### config.mk
export PLATFORM = sky130hd
export DESIGN_NAME = dma_cycle_steal
export DESIGN_NICKNAME = d
export VERILOG_FILES = /design/src/rtl/dma_cs_pkg.sv /design/src/rtl/dma_cs_sync.sv /design/src/rtl/dma_cs_phase.sv /design/src/rtl/dma_cs_arbiter.sv /design/src/rtl/dma_cs_ptr.sv /design/src/rtl/dma_cycle_steal.sv
export SDC_FILE = /design/constraint.sdc
export NUM_CORES = 1
export LEC_CHECK = 0
export BUFFER_PORTS_ARGS = -buffer_cell sky130_fd_sc_hd__buf_2
export CAP_MARGIN = 0
export CORE_MARGIN = 3
export CORE_UTILIZATION = 49
export CTS_CLUSTER_SIZE = 14
export DETAILED_ROUTE_END_ITERATION = 8
export GPL_TIMING_DRIVEN = 0
export PLACE_DENSITY_LB_ADDON = 0.2
export REMOVE_ABC_BUFFERS = 1
export SLEW_MARGIN = 20
export SYNTH_ARGS = -nofsm -noshare
export SYNTH_HDL_FRONTEND = slang
export SYNTH_SLANG_ARGS = --single-unit
### constraint.sdc
create_clock -name clk -period 4.1 [get_ports clk]
set_clock_uncertainty 0.05 [all_clocks]
set_input_delay 1.025 -clock clk [delete_from_list [all_inputs] [get_ports clk]]
set_output_delay 1.025 -clock clk [all_outputs]
set_load 0.005 [all_outputs]
### src/rtl/dma_cs_pkg.sv
package dma_cs_pkg;
   typedef enum logic {
      XFER_OUT = 1'b0,
      XFER_IN  = 1'b1
   } xfer_dir_e;
endpackage

### src/rtl/dma_cs_sync.sv
module dma_cs_sync #(
   parameter int WIDTH = 2,
   parameter int STAGES = 2,
   parameter logic [WIDTH-1:0] RST_VAL = '1
) (
   input  logic             clk,
   input  logic             rst_n,
   input  logic [WIDTH-1:0] d,
   output logic [WIDTH-1:0] q
);
   if (STAGES == 0) begin : g_bypass
      assign q = d;
   end else begin : g_chain
      logic [WIDTH-1:0] chain [STAGES];
      always_ff @(posedge clk or negedge rst_n) begin
         if (!rst_n) begin
            for (int i = 0; i < STAGES; i++) chain[i] <= RST_VAL;
         end else begin
            chain[0] <= d;
            for (int i = 1; i < STAGES; i++) chain[i] <= chain[i-1];
         end
      end
      assign q = chain[STAGES-1];
   end
endmodule

### src/rtl/dma_cs_phase.sv
module dma_cs_phase #(
   parameter int MC_LEN = 8,
   localparam int PH_W = $clog2(MC_LEN)
) (
   input  logic            clk,
   input  logic            rst_n,
   output logic [PH_W-1:0] phase,
   output logic            mc_last
);
   localparam logic [PH_W-1:0] LAST = PH_W'(MC_LEN - 1);

   assign mc_last = (phase == LAST);

   if (MC_LEN == (1 << PH_W)) begin : g_pow2
      always_ff @(posedge clk or negedge rst_n) begin
         if (!rst_n) phase <= '0;
         else        phase <= phase + 1'b1;
      end
   end else begin : g_modulo
      always_ff @(posedge clk or negedge rst_n) begin
         if (!rst_n)       phase <= '0;
         else if (mc_last) phase <= '0;
         else              phase <= phase + 1'b1;
      end
   end

   // the cycle wraps back to phase 0 after its last clock
   a_r2_phase_wrap: assert property (@(posedge clk) disable iff (!rst_n)
      mc_last |=> (phase == '0));
endmodule

### src/rtl/dma_cs_arbiter.sv
module dma_cs_arbiter
   import dma_cs_pkg::*;
#(
   parameter bit IN_FIRST = 1'b1
) (
   input  logic      clk,
   input  logic      rst_n,
   input  logic      mc_last,
   input  logic      req_in,
   input  logic      req_out,
   input  logic      core_bus_req,
   input  logic      load_mode,
   input  logic      clear_only,
   output logic      busy,
   output xfer_dir_e dir
);
   logic      allowed;
   logic      any_req;
   xfer_dir_e pick;

   assign allowed = load_mode || !core_bus_req;
   assign any_req = req_in || req_out;

   if (IN_FIRST) begin : g_in_first
      assign pick = req_in ? XFER_IN : XFER_OUT;
   end else begin : g_out_first
      assign pick = req_out ? XFER_OUT : XFER_IN;
   end

   always_ff @(posedge clk or negedge rst_n) begin
      if (!rst_n) begin
         busy <= 1'b0;
         dir  <= XFER_OUT;
      end else if (clear_only) begin
         busy <= 1'b0;
      end else if (mc_last) begin
         busy <= allowed && any_req;
         if (allowed && any_req) dir <= pick;
      end
   end

   // a grant only begins right after a decision point
   a_r2_start_on_boundary: assert property (@(posedge clk) disable iff (!rst_n)
      $rose(busy) |-> $past(mc_last));
   // a grant is held until the machine cycle ends
   a_r2_hold_cycle: assert property (@(posedge clk) disable iff (!rst_n)
      (busy && !mc_last && !clear_only) |=> busy);
   // a core claim outside load mode blocks the grant
   a_r8_core_blocks: assert property (@(posedge clk) disable iff (!rst_n)
      (mc_last && core_bus_req && !load_mode) |=> !busy);
   // clear without wait stops any transfer
   a_r9_clear_stops: assert property (@(posedge clk) disable iff (!rst_n)
      clear_only |=> !busy);
   if (IN_FIRST) begin : g_prio_chk
      // the in request wins a tie
      a_r7_in_wins: assert property (@(posedge clk) disable iff (!rst_n)
         (mc_last && req_in && req_out && allowed && !clear_only) |=> (busy && dir == XFER_IN));
   end
endmodule

### src/rtl/dma_cs_ptr.sv
module dma_cs_ptr #(
   parameter int ADDR_W = 16
) (
   input  logic              clk,
   input  logic              rst_n,
   input  logic              clear_only,
   input  logic              core_we,
   input  logic [ADDR_W-1:0] core_wdata,
   input  logic              step,
   output logic [ADDR_W-1:0] ptr
);
   always_ff @(posedge clk or negedge rst_n) begin
      if (!rst_n)          ptr <= '0;
      else if (clear_only) ptr <= '0;
      else if (core_we)    ptr <= core_wdata;
      else if (step)       ptr <= ptr + 1'b1;
   end

   // a completed transfer moves the pointer on by one, wrapping at the top
   a_r5_step: assert property (@(posedge clk) disable iff (!rst_n)
      (step && !clear_only && !core_we) |=> (ptr == $past(ptr) + 1'b1));
   // clear without wait zeroes the pointer
   a_r9_zero: assert property (@(posedge clk) disable iff (!rst_n)
      clear_only |=> (ptr == '0));
   // a core write lands on the next clock
   a_r12_load: assert property (@(posedge clk) disable iff (!rst_n)
      (core_we && !clear_only) |=> (ptr == $past(core_wdata)));
endmodule

### src/rtl/dma_cycle_steal.sv
module dma_cycle_steal
   import dma_cs_pkg::*;
#(
   parameter int ADDR_W      = 16,
   parameter int DATA_W      = 8,
   parameter int MC_LEN      = 8,
   parameter int STB_FIRST   = 3,
   parameter int STB_LAST    = 5,
   parameter int SYNC_STAGES = 2,
   parameter bit IN_FIRST    = 1'b1,
   localparam int PH_W = $clog2(MC_LEN)
) (
   input  logic              clk,
   input  logic              rst_n,
   input  logic              host_clear,
   input  logic              host_wait,
   input  logic              core_bus_req,
   input  logic              core_ptr_we,
   input  logic [ADDR_W-1:0] core_ptr_wdata,
   output logic [ADDR_W-1:0] cur_ptr,
   input  logic              dma_in_n,
   input  logic              dma_out_n,
   input  logic [DATA_W-1:0] dev_wdata,
   output logic [DATA_W-1:0] dev_rdata,
   output logic              dev_stb,
   output logic [ADDR_W-1:0] mem_addr,
   output logic              mem_rd,
   output logic              mem_wr,
   output logic [DATA_W-1:0] mem_wdata,
   input  logic [DATA_W-1:0] mem_rdata,
   output logic              dma_busy,
   output logic              load_mode,
   output logic [PH_W-1:0]   mc_phase
);
   localparam logic [PH_W-1:0] PH_STB_FIRST = PH_W'(STB_FIRST);
   localparam logic [PH_W-1:0] PH_STB_LAST  = PH_W'(STB_LAST);

   if (MC_LEN < 4) begin : g_bad_len
      $error("MC_LEN must be at least 4");
   end
   if (STB_FIRST < 1 || STB_FIRST > STB_LAST) begin : g_bad_win
      $error("strobe window must satisfy 1 <= STB_FIRST <= STB_LAST");
   end
   if (STB_LAST > MC_LEN - 2) begin : g_bad_last
      $error("STB_LAST must leave one clock for the device strobe");
   end
   if (ADDR_W < 2 || DATA_W < 1 || SYNC_STAGES < 0) begin : g_bad_width
      $error("illegal width or synchronizer depth");
   end

   logic      clear_only;
   logic      mc_last;
   logic      req_in;
   logic      req_out;
   logic      in_win;
   logic      rd_capture;
   logic [1:0] req_n_sync;
   xfer_dir_e dir;

   assign load_mode  = host_clear && host_wait;
   assign clear_only = host_clear && !host_wait;

   dma_cs_sync #(.WIDTH(2), .STAGES(SYNC_STAGES), .RST_VAL(2'b11)) u_sync (
      .clk   (clk),
      .rst_n (rst_n),
      .d     ({dma_in_n, dma_out_n}),
      .q     (req_n_sync)
   );
   assign req_in  = !req_n_sync[1];
   assign req_out = !req_n_sync[0];

   dma_cs_phase #(.MC_LEN(MC_LEN)) u_phase (
      .clk     (clk),
      .rst_n   (rst_n),
      .phase   (mc_phase),
      .mc_last (mc_last)
   );

   dma_cs_arbiter #(.IN_FIRST(IN_FIRST)) u_arb (
      .clk          (clk),
      .rst_n        (rst_n),
      .mc_last      (mc_last),
      .req_in       (req_in),
      .req_out      (req_out),
      .core_bus_req (core_bus_req),
      .load_mode    (load_mode),
      .clear_only   (clear_only),
      .busy         (dma_busy),
      .dir          (dir)
   );

   dma_cs_ptr #(.ADDR_W(ADDR_W)) u_ptr (
      .clk        (clk),
      .rst_n      (rst_n),
      .clear_only (clear_only),
      .core_we    (core_ptr_we),
      .core_wdata (core_ptr_wdata),
      .step       (dma_busy && mc_last),
      .ptr        (cur_ptr)
   );

   assign in_win     = (mc_phase >= PH_STB_FIRST) && (mc_phase <= PH_STB_LAST);
   assign mem_addr   = dma_busy ? cur_ptr : '0;
   assign mem_rd     = dma_busy && (dir == XFER_OUT);
   assign mem_wr     = dma_busy && (dir == XFER_IN) && in_win;
   assign mem_wdata  = (dma_busy && dir == XFER_IN) ? dev_wdata : '0;
   assign rd_capture = mem_rd && (mc_phase == PH_STB_LAST) && !clear_only;

   always_ff @(posedge clk or negedge rst_n) begin
      if (!rst_n) begin
         dev_rdata <= '0;
         dev_stb   <= 1'b0;
      end else begin
         dev_stb <= rd_capture;
         if (rd_capture) dev_rdata <= mem_rdata;
      end
   end

   // writes happen only inside a granted in transfer
   a_r3_wr_in_grant: assert property (@(posedge clk) disable iff (!rst_n)
      mem_wr |-> (dma_busy && dir == XFER_IN));
   // read and write never overlap
   a_r4_rd_wr_excl: assert property (@(posedge clk) disable iff (!rst_n)
      !(mem_rd && mem_wr));
   // the device strobe lasts a single clock
   a_r4_stb_single: assert property (@(posedge clk) disable iff (!rst_n)
      dev_stb |=> !dev_stb);
endmodule

==> results_dict.tcl, run 1 <==
set metrics [dict create \
    tightest_slew_ns 0.8666 \
    multi_input_area_um2 924.6 \
    p_int_w 0.0006217 \
    power_density_nw_per_um2 336.6 \
    ant_nets 0 \
    synth_top_area_share_pct 39.87 \
    cts_hold_buf 0 \
    io_pins 96 \
    crit_required_ns 3.02 \
    wire_per_inst_um 12.98 \
    setup_ws_ns 1.385 \
    grt_max_degree 35 \
    hold_class "flop to flop" \
    finalHoldViolCount 0 \
    synth.yosys.seq_area_share_pct 45.45 \
    finalCritPeriodShare_pct 66.22 \
    max_freq_mhz 368.3 \
    fin_area_um2 2469 \
    finalSetupTns_ns 0 \
    vias 1642 \
    clkTransAtPathRegs_ns 0.07 \
    drv_cap 0 \
    final_nets 327 \
    drive_above_1_share_pct 42.76 \
    slew_headroom_pct 42.23 \
    ys_types 36 \
    routed_wirelength_um 4272 \
    avgSynthCellArea_um2 9.911 \
    ys_ff_latch 34 \
    clock-root-buffer "clkbuf_8" \
    syn_area_um2 1883 \
    n_antenna_cell 0 \
    cts_buffer_depth 2 \
    cp-start-kind "flop" \
    fp.dieW_um 67.99 \
    p_clk_share_pct 35.6 \
    drv_slew 0 \
    clock-sinks 34 \
    synth_ff_type "dfrtp_1" \
    p_comb_share_pct 16.0 \
    post_cts_buffers 0 \
    clock_insertion_delay_worst_skew_ns 0.28 \
    p_total_w 0.0008310 \
    leakage_nw 1.339 \
    cts_max_level 2 \
    numCtsBuffers 5 \
    portBuffers 95 \
    overflow 0 \
    ff_latch_area_um2 855.8 \
    place_area_um2 2362 \
    drt_iter0_drc 72 \
    place_ws_ns 1.216 \
    rows 21 \
    vias_per_cell 4.991 \
    die_y_um 67.99 \
    synth_warnings 0 \
    syn_inst 190 \
    antenna_found_initial 0 \
    core_area_um2 3521 \
    synth_commonest_cells "dfrtp_1, o21ai_0, and2_1" \
    grt_pass1_vias 1511 \
    peakVddDrop_v 0.0002057 \
    ys_top_cells_by_area "dfrtp_1, mux2_4, and2_1" \
    die_area_um2 4623 \
    yosys.area.top_type "dfrtp_1" \
    worstPathArrival_ns 1.64 \
    switching_power_w 0.0002093 \
    drt-pass1-iter-count 4 \
    drc 0 \
    cts_resized 0 \
    p_seq_share_pct 48.4 \
    endpoint_kind "primary output" \
    synth-edff-count 0 \
    synth.most_common_cell "dfrtp_1" \
    rsz0062_at_grt "false" \
    dp_hpwl_um 3167 \
    r2r_cells 3 \
    critical_path_class "flop to primary output" \
    hold_depth 0 \
    cts_tree "yes" \
    grt_pass1_wl_um 6886 \
    gp_congestion 0.7397 \
    start_util_pct 53.48 \
    syn_to_final_growth_pct 31.10 \
    p_sw_share_pct 25.18 \
    fillCellCount 281 \
    path_max_fanout 6 \
    async_flop_share_pct 100.0 \
    period_minus_slack_ns 2.715 \
    status "complete, no violations" \
    setup_viol 0 \
    grt_usage_pct 20.44 \
]
-- power groups by stage --
stage                     combinational [W]  clock (W)  sequential (W)
after global routing               0.000153   0.000322        0.000408
after detailed placement           0.000135          0        0.000407
after global placement             0.000134          0        0.000406
after CTS                          0.000136   0.000304        0.000402
final                              0.000133   0.000296        0.000402
after floorplan                   0.0000617          0        0.000403
-- path summary, 6_finish.rpt --
check,from,slack [ns],to
setup / recovery,u_phase.phase[0]$_DFF_PN0_,1.38,mem_wr
hold / removal,u_sync.g_chain.chain[2]$_DFF_PN1_,0.31,u_sync.q[0]$_DFF_PN1_
max in group asynchronous,rst_n,2.78,u_ptr.ptr[10]$_DFFE_PN0P_
min in group asynchronous,rst_n,0.74,u_ptr.ptr[15]$_DFFE_PN0P_
hold reg to reg,u_sync.g_chain.chain[2]$_DFF_PN1_,0.31,u_sync.q[0]$_DFF_PN1_
setup reg to reg,u_arb.busy$_DFFE_PN0P_,1.95,dev_rdata[2]$_DFFE_PN0P_
-- cells in the final DEF, fill, tap and decap left out, types with 4 or more instances in the layout --
master,count
a21oi_1,11
and2_1,18
and3_1,9
buf_2,95
clkbuf_8,5
dfrtp_1,30
dfstp_2,4
ha_1,5
inv_1,13
mux2_4,8
nand2_1,10
nor2_1,6
nor3_1,5
o21ai_0,19
xnor2_1,10
-- registers in the layout (all words and copies together) (netlist names) --
register / count
u_sync.q: 2
u_phase.phase: 3
dev_rdata: 8
u_sync.g_chain.chain: 2
u_ptr.ptr: 16
u_arb.busy: 1
dev_stb: 1
u_arb.dir: 1
-- logic make-up (layout without fill, tap and decap cells) --
kind of cell | Yosys count | after routing | share of synthesized area [%]
AOI/OAI and AO/OA | 36 | 36 | 10.56
xor gates and xnor gates | 12 | 12 | 5.581
adders and majority gates | 5 | 5 | 3.322
buffers and inverters | 23 | 116 | 5.448
DFF | 34 | 34 | 45.45
muxes | 9 | 9 | 6.911
and+or+nand+nor | 71 | 71 | 22.72
-- per-stage QoR --
stage | hold slack, ns | util (%) | std cells
after global routing | 0.3128 | 70.11 | 329
after floorplan | 0.2952 | - | 180
after detailed placement | 0.3008 | 67.09 | 321
after CTS | 0.3107 | 70.11 | 329
after global placement | 0.2963 | 67.09 | 321
final | 0.3105 | 70.11 | 329
-- layout make-up --
class | count | area share, %
clock inverter | 1 | 1.216
sequential | 34 | 34.67
multi-input combinational | 133 | 37.46
timing repair buffer | 95 | 19.26
clock buffer | 7 | 3.092
inverter | 13 | 1.977
tap | 46 | 2.331
-- critical path: stages, from the launching register on --
cell     delay, ns
dfrtp_1       0.45
ha_1          0.25
ha_1          0.18
a21oi_1       0.10
o21ai_0       0.08
and3_1        0.18
buf_2         0.12
-- layer usage --
| metal | vias to the layer above | GRT usage (%) | routed length (µm) |
|---|---|---|---|
| met5 | - | 0 | 0 |
| met4 | 0 | 7.444 | 44 |
| met3 | 4 | 6.404 | 448 |
| met2 | 71 | 33.81 | 1975 |
| met1 | 731 | 24.95 | 1803 |
| li1 | 836 | - | - |
Power figures use the tool's default switching activity.
==> run 2: changes to the inputs <==
- CORE_UTILIZATION: 49 -> 45
- clock period: 4.1 -> 2.65 ns (I/O delays scaled with it)
==> run 2 against run 1 <==
  * Register-to-register slack got worse by 1.5 ns
  * Sequential power increased by 55%
  * Combinational power up 56%
  * Sequential cell count unchanged
  * Cell count rose by 0.61%
  * Die area up 8.1%
  * Clock power increased by 32%
  * Total power grew 47%
  * Sequential share of layout area rose by 0.18 points
  * Count of clock-buffer cells in the layout stayed put
  * Routed wire length increased by 4.4%
  * Highest routed layer unchanged
==> results_dict.tcl, run 2 (synthesis gave the netlist of run 1 again) <==
set metrics [dict create \
    overflow 0 \
    clock-sinks 34 \
    p_int_w 0.0008901 \
    crit_required_ns 1.94 \
    cp-start-kind "flop" \
    cts_max_level 2 \
    multi_input_area_um2 924.6 \
    drive_above_1_share_pct 43.11 \
    cts_tree "yes" \
    p_sw_share_pct 27.08 \
    largestRegisters "u_ptr.ptr (16), dev_rdata (8), u_phase.phase (3)" \
    tightest_slew_ns 0.8362 \
    drt-pass1-iter-count 4 \
    portBuffers 95 \
    dp_hpwl_um 3334 \
    wl_met3_um 390 \
    routed_wirelength_um 4462 \
    period_minus_slack_ns 2.328 \
    ant_nets 0 \
    grt_pass1_vias 1564 \
    numCtsBuffers 5 \
    drv_slew 0 \
    max_freq_mhz 429.6 \
    stdcell_count 331 \
    endpoint_kind "primary output" \
    cts_resized 0 \
    grt_pass1_wl_um 7231 \
    highest_layer "met4" \
    core_area_um2 3854 \
    final_nets 327 \
    drt_iter0_drc 47 \
    gp_congestion 0.7757 \
    fp.dieW_um 70.69 \
    fillCellCount 355 \
    critical_path_class "flop to primary output" \
    switching_power_w 0.0003306 \
    slew_headroom_pct 44.26 \
    mostFrequentLayoutCells "buf_2, dfrtp_1, o21ai_0, and2_1, inv_1" \
    clock-root-buffer "clkbuf_8" \
    finalSetupTns_ns 0 \
    die_y_um 70.69 \
    final_common_cell "buf_2" \
    path_max_fanout 6 \
    wire_per_inst_um 13.48 \
    syn_to_final_growth_pct 30.43 \
    antenna_found_initial 0 \
    n_antenna_cell 0 \
    worstPathArrival_ns 1.62 \
    status "complete, no violations" \
    wl_met2_um 2118 \
    post_cts_buffers 0 \
    peakVddDrop_v 0.0003951 \
    largest_register_ffs 16 \
    start_util_pct 48.86 \
    grt_usage_pct 18.06 \
    finalHoldViolCount 0 \
    power_density_nw_per_um2 497.0 \
    ff_latch_area_um2 855.8 \
    drc 0 \
    p_total_w 0.001221 \
    setup_viol 0 \
    vias_per_cell 5.115 \
    p_comb_share_pct 17.1 \
    cts_buffer_depth 2 \
    p_clk_share_pct 31.9 \
    drv_cap 0 \
    regMostFlops "u_ptr.ptr" \
    hold_class "flop to flop" \
    wl_met1_um 1915 \
    grt_max_degree 35 \
    rows 22 \
    leakage_nw 1.335 \
    vias 1693 \
    finalCritPeriodShare_pct 87.84 \
    die_area_um2 4997 \
    p_seq_share_pct 51.0 \
    clkTransAtPathRegs_ns 0.07 \
    cts_hold_buf 0 \
    rsz0062_at_grt "false" \
    dp_cells 323 \
    clock_insertion_delay_worst_skew_ns 0.28 \
    io_pins 96 \
]
## run 2: cell count changes in the layout (fill, tap and decap cells not counted), sizes merged
cell | previous run | this run
clkinv | 0 | 1
bufinv | 1 | 0
## run 2: layout make-up
class / instances / share of cell area (%)
Multi-Input combinational cell: 133 / 37.65
Sequential cell: 34 / 34.84
Inverter: 13 / 1.987
Tap cell: 48 / 2.445
Clock buffer: 7 / 3.515
Timing Repair Buffer: 95 / 19.36
Clock inverter: 1 / 0.2038
## run 2: worst max-delay path: stages, from the launching register on
cell	delay [ns]
dfrtp_1	0.43
ha_1	0.24
ha_1	0.18
a21oi_1	0.11
o21ai_0	0.07
and3_1	0.17
buf_2	0.12
## run 2: final timing paths
check                      slack (ns)                   endpoint                               from  cells after the start
setup / recovery                 0.32                     mem_wr         u_phase.phase[0]$_DFF_PN0_                      6
hold / removal                   0.31      u_sync.q[1]$_DFF_PN1_  u_sync.g_chain.chain[3]$_DFF_PN1_                      0
setup reg to reg                 0.50   dev_rdata[3]$_DFFE_PN0P_             u_arb.busy$_DFFE_PN0P_                      3
hold reg to reg                  0.31      u_sync.q[1]$_DFF_PN1_  u_sync.g_chain.chain[3]$_DFF_PN1_                      0
max in group asynchronous        1.70  u_ptr.ptr[15]$_DFFE_PN0P_                              rst_n                      1
min in group asynchronous        0.38   dev_rdata[3]$_DFFE_PN0P_                              rst_n                      1
## run 2: per-layer routing
| metal | vias up | GRT usage, % |
|---|---|---|
| li1 | 835 | - |
| met1 | 788 | 23.27 |
| met2 | 66 | 30.38 |
| met3 | 4 | 5.114 |
| met4 | 0 | 3.758 |
| met5 | - | 0 |
## run 2: through the flow
stage                     setup WS [ns]  hold WS (ns)  util, %  area (µm²)
after global routing             0.1922        0.3174    63.73        2456
after detailed placement        0.09751        0.2972    61.36        2365
final                            0.3221        0.3080    63.73        2456
after global placement           0.1206        0.2961    61.36        2365
after CTS                        0.3111        0.3077    63.73        2456
after floorplan                  0.5281        0.2952        -        1829
## run 2: power groups by stage
stage,registers [W],logic (W),clock network (W)
2_1_floorplan,0.000623,0.0000954,0
3_3_place_gp,0.000628,0.000208,0
3_5_place_dp,0.000631,0.000212,0
4_1_cts,0.000623,0.000213,0.000401
5_1_grt,0.000633,0.000234,0.000427
6_report,0.000623,0.000208,0.000390
